## src/rtl/raster_pkg.sv

```systemverilog
package raster_pkg;

    typedef enum logic [1:0] {
        ST_ACTIVE = 2'd0,
        ST_HRET   = 2'd1,
        ST_VRET   = 2'd2
    } scan_state_e;

    localparam int CH_W  = 8;
    localparam int COL_W = 3 * CH_W;

endpackage

```

## src/rtl/raster_timing.sv

```systemverilog
module raster_timing
    import raster_pkg::*;
#(
    parameter int H_VIS = 8,
    parameter int V_VIS = 6,
    parameter int H_RET = 4,
    parameter int V_RET = 2
) (
    input  logic                               clk,
    input  logic                               rst_n,
    input  logic                               mode_i,
    output logic [$clog2(H_VIS+H_RET)-1:0]     x_o,
    output logic [$clog2(V_VIS)-1:0]           y_o,
    output logic                               active_o,
    output logic                               hs_o,
    output logic                               vs_o,
    output logic                               odd_o,
    output logic                               rd_en_o,
    output logic [$clog2(H_VIS*V_VIS)-1:0]     addr_o
);

    localparam int LINE_LEN = H_VIS + H_RET;
    localparam int HALF_V   = V_VIS / 2;
    localparam int XW       = $clog2(LINE_LEN);
    localparam int YW       = $clog2(V_VIS);
    localparam int VRW      = $clog2(V_RET + 1);
    localparam int AW       = $clog2(H_VIS * V_VIS);

    scan_state_e    state_q, state_d;
    logic [XW-1:0]  x_q;
    logic [YW-1:0]  row_q;
    logic [VRW-1:0] vrow_q;
    logic           odd_q;
    logic           ilace_q;

    logic           end_of_line;
    logic           last_row;
    logic           last_vrow;
    logic [YW-1:0]  line_y;

    assign end_of_line = (x_q == XW'(LINE_LEN - 1));
    assign last_vrow   = (vrow_q == VRW'(V_RET - 1));
    assign last_row    = ilace_q ? (row_q == YW'(HALF_V - 1))
                                 : (row_q == YW'(V_VIS - 1));

    // next-state selection
    always_comb begin
        state_d = state_q;
        unique case (state_q)
            ST_ACTIVE: if (x_q == XW'(H_VIS - 1)) state_d = ST_HRET;
            ST_HRET:   if (end_of_line) state_d = last_row ? ST_VRET : ST_ACTIVE;
            ST_VRET:   if (end_of_line && last_vrow) state_d = ST_ACTIVE;
            default:   state_d = ST_VRET;
        endcase
    end

    // state register and sweep counters
    always_ff @(posedge clk) begin
        if (!rst_n) begin
            state_q <= ST_VRET;
            x_q     <= XW'(LINE_LEN - 1);
            row_q   <= '0;
            vrow_q  <= VRW'(V_RET - 1);
            odd_q   <= 1'b0;
            ilace_q <= 1'b0;
        end else begin
            state_q <= state_d;
            x_q     <= end_of_line ? '0 : x_q + 1'b1;
            if (state_q == ST_HRET && end_of_line && !last_row) begin
                row_q <= row_q + 1'b1;
            end
            if (state_q == ST_VRET && end_of_line) begin
                vrow_q <= last_vrow ? '0 : vrow_q + 1'b1;
                if (last_vrow) begin
                    row_q <= '0;
                    if (ilace_q && !odd_q) begin
                        odd_q <= 1'b1;
                    end else begin
                        odd_q   <= 1'b0;
                        ilace_q <= mode_i;
                    end
                end
            end
        end
    end

    // outputs
    always_comb begin
        line_y   = ilace_q ? ((row_q << 1) | YW'(odd_q)) : row_q;
        active_o = (state_q == ST_ACTIVE);
        rd_en_o  = active_o;
        addr_o   = AW'(int'(line_y) * H_VIS + int'(x_q));
        hs_o     = (x_q >= XW'(H_VIS + 1)) && (x_q <= XW'(H_VIS + H_RET - 2));
        vs_o     = (state_q == ST_VRET);
        odd_o    = odd_q;
        x_o      = x_q;
        y_o      = line_y;
    end

endmodule

```

## src/rtl/raster_align.sv

```systemverilog
module raster_align #(
    parameter int XW = 4,
    parameter int YW = 3
) (
    input  logic          clk,
    input  logic          rst_n,
    input  logic [XW-1:0] x_i,
    input  logic [YW-1:0] y_i,
    input  logic          active_i,
    input  logic          hs_i,
    input  logic          vs_i,
    input  logic          odd_i,
    output logic [XW-1:0] x_o,
    output logic [YW-1:0] y_o,
    output logic          blank_o,
    output logic          hs_o,
    output logic          vs_o,
    output logic          odd_o
);

    always_ff @(posedge clk) begin
        if (!rst_n) begin
            x_o     <= '0;
            y_o     <= '0;
            blank_o <= 1'b1;
            hs_o    <= 1'b0;
            vs_o    <= 1'b0;
            odd_o   <= 1'b0;
        end else begin
            x_o     <= x_i;
            y_o     <= y_i;
            blank_o <= !active_i;
            hs_o    <= hs_i;
            vs_o    <= vs_i;
            odd_o   <= odd_i;
        end
    end

endmodule

```

## src/rtl/raster_palette.sv

```systemverilog
module raster_palette
    import raster_pkg::*;
#(
    parameter int IDX_W = 3
) (
    input  logic             clk,
    input  logic             rst_n,
    input  logic             we_i,
    input  logic [IDX_W-1:0] waddr_i,
    input  logic [COL_W-1:0] wdata_i,
    input  logic [IDX_W-1:0] idx_i,
    output logic [COL_W-1:0] rgb_o
);

    localparam int DEPTH     = 2 ** IDX_W;
    localparam int GREY_STEP = (2 ** CH_W - 1) / (DEPTH - 1);

    logic [COL_W-1:0] pal_q [DEPTH];

    always_ff @(posedge clk) begin
        if (!rst_n) begin
            for (int i = 0; i < DEPTH; i++) begin
                pal_q[i] <= {3{CH_W'(i * GREY_STEP)}};
            end
        end else if (we_i) begin
            pal_q[waddr_i] <= wdata_i;
        end
    end

    assign rgb_o = pal_q[idx_i];

endmodule

```

## src/rtl/raster_scan_ctrl.sv

```systemverilog
module raster_scan_ctrl
    import raster_pkg::*;
#(
    parameter int H_VIS = 8,
    parameter int V_VIS = 6,
    parameter int H_RET = 4,
    parameter int V_RET = 2,
    parameter int IDX_W = 3
) (
    input  logic                               clk,
    input  logic                               rst_n,
    input  logic                               interlace_en,
    output logic [$clog2(H_VIS*V_VIS)-1:0]     fb_addr,
    output logic                               fb_rd_en,
    input  logic [IDX_W-1:0]                   fb_data,
    input  logic                               pal_we,
    input  logic [IDX_W-1:0]                   pal_addr,
    input  logic [23:0]                        pal_wdata,
    output logic [$clog2(H_VIS+H_RET)-1:0]     pix_x,
    output logic [$clog2(V_VIS)-1:0]           pix_y,
    output logic                               blank,
    output logic                               hsync,
    output logic                               vsync,
    output logic                               field_odd,
    output logic [23:0]                        rgb
);

    localparam int XW = $clog2(H_VIS + H_RET);
    localparam int YW = $clog2(V_VIS);

    logic [XW-1:0]    t_x;
    logic [YW-1:0]    t_y;
    logic             t_active, t_hs, t_vs, t_odd;
    logic [COL_W-1:0] pal_rgb;

    raster_timing #(
        .H_VIS(H_VIS), .V_VIS(V_VIS), .H_RET(H_RET), .V_RET(V_RET)
    ) u_timing (
        .clk(clk), .rst_n(rst_n), .mode_i(interlace_en),
        .x_o(t_x), .y_o(t_y), .active_o(t_active),
        .hs_o(t_hs), .vs_o(t_vs), .odd_o(t_odd),
        .rd_en_o(fb_rd_en), .addr_o(fb_addr)
    );

    raster_align #(.XW(XW), .YW(YW)) u_align (
        .clk(clk), .rst_n(rst_n),
        .x_i(t_x), .y_i(t_y), .active_i(t_active),
        .hs_i(t_hs), .vs_i(t_vs), .odd_i(t_odd),
        .x_o(pix_x), .y_o(pix_y), .blank_o(blank),
        .hs_o(hsync), .vs_o(vsync), .odd_o(field_odd)
    );

    raster_palette #(.IDX_W(IDX_W)) u_pal (
        .clk(clk), .rst_n(rst_n),
        .we_i(pal_we), .waddr_i(pal_addr), .wdata_i(pal_wdata),
        .idx_i(fb_data), .rgb_o(pal_rgb)
    );

    assign rgb = blank ? '0 : pal_rgb;

endmodule

```

## config.mk

```make
export PLATFORM = sky130hd
export DESIGN_NAME = raster_scan_ctrl
export DESIGN_NICKNAME = d
export VERILOG_FILES = /design/src/rtl/raster_pkg.sv /design/src/rtl/raster_timing.sv /design/src/rtl/raster_align.sv /design/src/rtl/raster_palette.sv /design/src/rtl/raster_scan_ctrl.sv
export SDC_FILE = /design/constraint.sdc
export NUM_CORES = 1
export LEC_CHECK = 0
export ABC_AREA = 0
export ABC_CLOCK_PERIOD_IN_PS = 4100
export BUFFER_PORTS_ARGS = -buffer_cell sky130_fd_sc_hd__buf_2
export CORE_MARGIN = 2
export CORE_UTILIZATION = 60
export CTS_CLUSTER_DIAMETER = 50
export DETAILED_ROUTE_END_ITERATION = 10
export GPL_ROUTABILITY_DRIVEN = 1
export GPL_TIMING_DRIVEN = 0
export MAX_ROUTING_LAYER = met4
export PLACE_DENSITY = 0.8
export SYNTH_ARGS = -nofsm -noshare
export SYNTH_HDL_FRONTEND = slang
export SYNTH_HIERARCHICAL = 1
export SYNTH_SLANG_ARGS = --single-unit
export TNS_END_PERCENT = 50
```

## constraint.sdc

```tcl
create_clock -name clk -period 4.1 [get_ports clk]
set_input_delay 0.82 -clock clk [delete_from_list [all_inputs] [get_ports clk]]
set_output_delay 0.82 -clock clk [all_outputs]
set_load 0.01 [all_outputs]
```

; ---- Word level (Yosys, flattened, before mapping)
; Memory sizes are Yosys's and may differ from the RTL's.
; Index checks and enable logic that the tools add are counted.
; Widths: inputs -> output; s select.
[classes]
addsub = 4
n_lt_le_gt_ge = 2
n_eq_ne = 10
muxes = 21
bitwise_logic = 3
n_reduce_logical = 15
[op_table]
columns = cell, n
row1 = $mux 24, 2
row2 = $reduce_or 24->1, 1
row3 = $mux 3, 5
row4 = $mux 2, 5
row5 = $mux 1, 7
row6 = $add 6x4->6, 1
row7 = $logic_and 1x1->1, 6
row8 = $pmux 2 s3, 1
row9 = $reduce_and 3->1, 2
row10 = $add 4x1->4 const B, 1
row11 = $eq 2x1->1 const B, 2
row12 = $eq 4x3->1 const B, 1
row13 = $eq 4x4->1 const B, 1
row14 = $ge 4x4->1 const B, 1
row15 = $le 4x4->1 const B, 1
row16 = $mux 4, 1
row17 = $ne 2x2->1 const B, 2
row18 = $add 3x1->3 const B, 1
row19 = $eq 3x2->1 const B, 1
row20 = $eq 3x3->1 const B, 1
row21 = $logic_not 1->1, 3
row22 = $or 3x1->3, 1
row23 = $add 2x1->2 const B, 1
row24 = $eq 2x2->1 const B, 1
row25 = 5 further kinds, 6
[word_totals]
register_bits = 24
ram_bits = 192
input_bits = 34
output_inout_bits = 42
wordCells = 69
n_memories = 1
[memory_table]
columns = memory, depth, word_bits, read_ports, rd_ports_with_merged_regs, wr, line
row1 = u_pal.pal_q, 8, 24, 1, 0, 8, raster_palette.sv:18  ; logic [COL_W-1:0] pal_q [DEPTH];

; ---- Logic depth before layout (Yosys ltp)
[logic_depth]
ltp_word = 7
depth_mapped = 5
ltp_nobuf = 5

; ---- By module
; Netlist, hierarchy kept.
[modules_own_cells]
columns = module, n_inst, cells_per_inst, area_each_um2, seq_area_each_um2
row1 = raster_palette, 1, 529, 8724.6, 5765.5
row2 = raster_timing, 1, 85, 809.5, 260.2
row3 = raster_align, 1, 23, 297.8, 220.2
row4 = raster_scan_ctrl, 1, 26, 212.7, 0.0

; ---- Least setup slack after synthesis
; OpenSTA, ideal clock, no wires.
[synth_path]
path_type = input to register
from = in rst_n
to = mem u_pal/pal_q[2][0] (netlist name), enable pin
arrival_time_ns = 3.112
t_required_ns = 3.662
path_slack_ns = 0.549
cell_stages = 4
n_path_buf = 2
path_cell_list = buf_2 nand3b_1 clkbuf_1 o21ai_0
[synth_lines]
columns = element, line
row1 = from (decl), raster_scan_ctrl.sv:11  ; input logic rst_n,
row2 = to (decl), raster_palette.sv:18

==> results.toml <==
[timing]
worst_pin_slew_ps = 1030
skew_ps = 6.02
min_period_over_period = 0.834
worst_slack_ps = 682
rsz0062_at_grt = "no"
setup_viol = 0
relSlewSlack = 0.314
clock.fmax_ghz = 0.293
timing.final.max_slew_violations = 0
hold_viol = 0
min_period_ps = 3420
tns_ps = 0
timing.hold.ws_ps = 464

[critical_path]
reg2reg_slack_ps = 2360
crit_fanout = 24
crit_slowest_cell = "o21ai_4"
path_class = "in2reg"
worstPathCellList = "buf_2, buf_2, nand3b_1, clkbuf_1, o21ai_4"
startpoint_type = "input port"
critPathArrivalTime_ps = 3540
reg2regPathDepth = 5
regToRegStartpoint = "u_timing/x_o[3]"
crit_path_end_kind = "flip-flop"
path_common_cell = "buf_2"
max_stage_delay_ps = 920
cp.required_ps = 4230
reg2reg_to = "u_timing/ilace_q"

[final_layout]
instances_no_fill = 1003
final_cell_mix = "192 x edfxtp_1, 122 x and3_1, 80 x buf_2"
area_delta_synth_final_pct = 16.2
finish.utilization = 0.709
final.fill_count = 1041
drive_above_1_share = 0.295
layout_commonest_cell = "edfxtp_1"
final_area_sq_mm = 0.0117
multiInputGateArea_sq_mm = 0.00354
seq_area_sq_mm = 0.00625
fin_nets = 807

[power_and_ir_drop]
p_total_mw = 5.28
leakagePower_nw = 4.55
peakVddDrop_mv = 0.314
p_per_area_mw_per_mm2 = 452

[floorplanning]
fp.dieW_um = 133
coreArea_sq_mm = 0.0165
die_h_um = 133
start_util = 0.610
dieArea_sq_mm = 0.0178
rows = 47
io_pins = 76

[drt]
remaining_drc_errors = 0
avgRoutedWirePerCell_um = 28.0
drt_pass1_iterations = 5
viasPerCell = 6.83
drt_iter0_drc = 856
drtAntennaViolNets = 0
vias = 6847
routed_wl_um = 28100

[clocking]
cts_hold_buf = 0
htree_levels = 1
insertion_delay_ps = 500
clockBufferDepth = 3
clkSlewWorstSetupHoldPaths_ps = 60
cts_buffers = 23
post-cts-setup-buffer-count = 0
cts_tree = "done"
post_cts_resized = 0
cts_root_buffer = "clkbuf_16"
clock-sinks = 216

[synth]
ys_types = 48
ys.warnings.count = 6
synth_area_sq_mm = 0.0100
synth_edf_count = 192
syn_inst = 663
ys_ff_latch = 216
synth_flop_cell = "edfxtp_1"
synth_fp_nets = 704
ys_async_sr_fraction = 0
postSynthAreaPerCell_sq_um = 15.2
yosysSeqAreaShare = 0.622

[global_route]
grtUsageTotal = 0.331
antenna_found_initial = 0
grt_overflow = 0
grt_pass1_vias = 6972
grt_max_degree = 25
grt_pass1_wl_um = 41600

[place]
pre_cts_slack_ps = 273
portBuffers = 72
place_congestion = 0.889
place_hpwl_um = 17300
dp.cells = 961
dpl_cell_area_sq_mm = 0.0109

[worst_hold_path]
min_path_type = "reg2reg"
hold_depth = 1
worstHoldEndpoint = "u_timing/ilace_q"
min_from = "u_timing/vrow_q[1]"

[run_status]
status = "completed"

[job]
maxCapViolCount = 0
## routing by layer
| layer | vias up | GRT usage | part of all wire |
|---|---|---|---|
| li1 | 2799 | - | - |
| met3 | 134 | 0.0616 | 0.12 |
| met5 | - | - | 0 |
| met1 | 3374 | 0.422 | 0.35 |
| met2 | 540 | 0.520 | 0.48 |
| met4 | 0 | 0.157 | 0.054 |
## worst max-delay path: cells and delay by family
| kind | cells | cell delay, ps |
|---|---|---|
| and+or+nand+nor | 1 | 570 |
| buffers and inverters | 3 | 1220 |
| AOI/OAI and AO/OA | 1 | 920 |
## power by group
group	internal, mW	leakage (nW)	switching, mW	total [mW]
Sequential	2.54	2.07	0.0597	2.60
Clock	1.21	0.359	0.845	2.06
Combinational	0.269	2.12	0.357	0.626
Total	4.02	4.55	1.26	5.28
## synthesized netlist by cell type (2+ instances only)
master / count / area, sq um
mux2_4: 12 / 180
buf_4: 4 / 30.0
edfxtp_1: 192 / 5770
nor2b_1: 13 / 81.3
nand3_1: 3 / 15.0
buf_12: 2 / 40.0
o211ai_1: 6 / 45.0
and3_1: 122 / 763
buf_2: 8 / 40.0
mux4_2: 48 / 1080
nand3b_1: 2 / 15.0
or3_1: 72 / 450
nand2b_1: 6 / 37.5
clkbuf_1: 44 / 165
dfxtp_1: 24 / 480
ha_1: 7 / 87.6
mux2i_1: 3 / 30.0
nand2_1: 3 / 11.3
nor2b_2: 14 / 123
and2b_1: 4 / 30.0
nor2_1: 3 / 11.3
o21ai_0: 13 / 65.1
nor4bb_1: 2 / 20.0
inv_1: 4 / 15.0
buf_6: 4 / 45.0
mux2_2: 15 / 169
and2_1: 12 / 75.1
## cells by family (layout without fill, tap and decap cells)
| kind of cell | Yosys count | count (layout) | share of synthesized area |
|---|---|---|---|
| AOI/OAI and AO/OA | 28 | 28 | 0.0187 |
| xor gates and xnor gates | 1 | 1 | 0.000872 |
| adders and majority gates | 7 | 7 | 0.00872 |
| buffers and inverters | 68 | 187 | 0.0343 |
| DFF | 216 | 216 | 0.622 |
| muxes | 78 | 78 | 0.145 |
| other | 0 | 1 | 0 |
| and+or+nand+nor | 265 | 265 | 0.170 |
## registers in the layout, indices dropped and copies added, names as in the netlist, 2 cells and up
signal / flops
u_timing/vrow_q: 2
u_align/x_o: 4
u_timing/state_q: 2
u_pal/pal_q: 192
u_align/y_o: 3
u_timing/x_o: 4
u_timing/row_q: 3
## worst max-delay path by stage
stage	start	endpoint	slack, ps	cells after the start
2_1_floorplan	rst_n	u_pal/pal_q[2][0]	550	4
3_3_place_gp	rst_n	u_pal/pal_q[2][9]	-1890	5
3_5_place_dp	rst_n	u_pal/pal_q[4][16]	270	5
4_1_cts	rst_n	u_pal/pal_q[4][12]	760	5
5_1_grt	rst_n	u_pal/pal_q[4][9]	670	5
6_report	rst_n	u_pal/pal_q[4][9]	680	5
## layout make-up
| cell class | instances | share of cell area |
|---|---|---|
| flip-flops and latches | 216 | 0.535 |
| well taps | 220 | 0.0236 |
| multi-input cells | 379 | 0.304 |
| clock buffers | 30 | 0.0541 |
| repair buffers | 78 | 0.0444 |
| plain buffers | 64 | 0.0282 |
| inverters | 4 | 0.00129 |
| clock inverters | 11 | 0.00975 |
| diodes | 1 | 0.000214 |
Note: power is estimated with default switching activity, not from simulation.
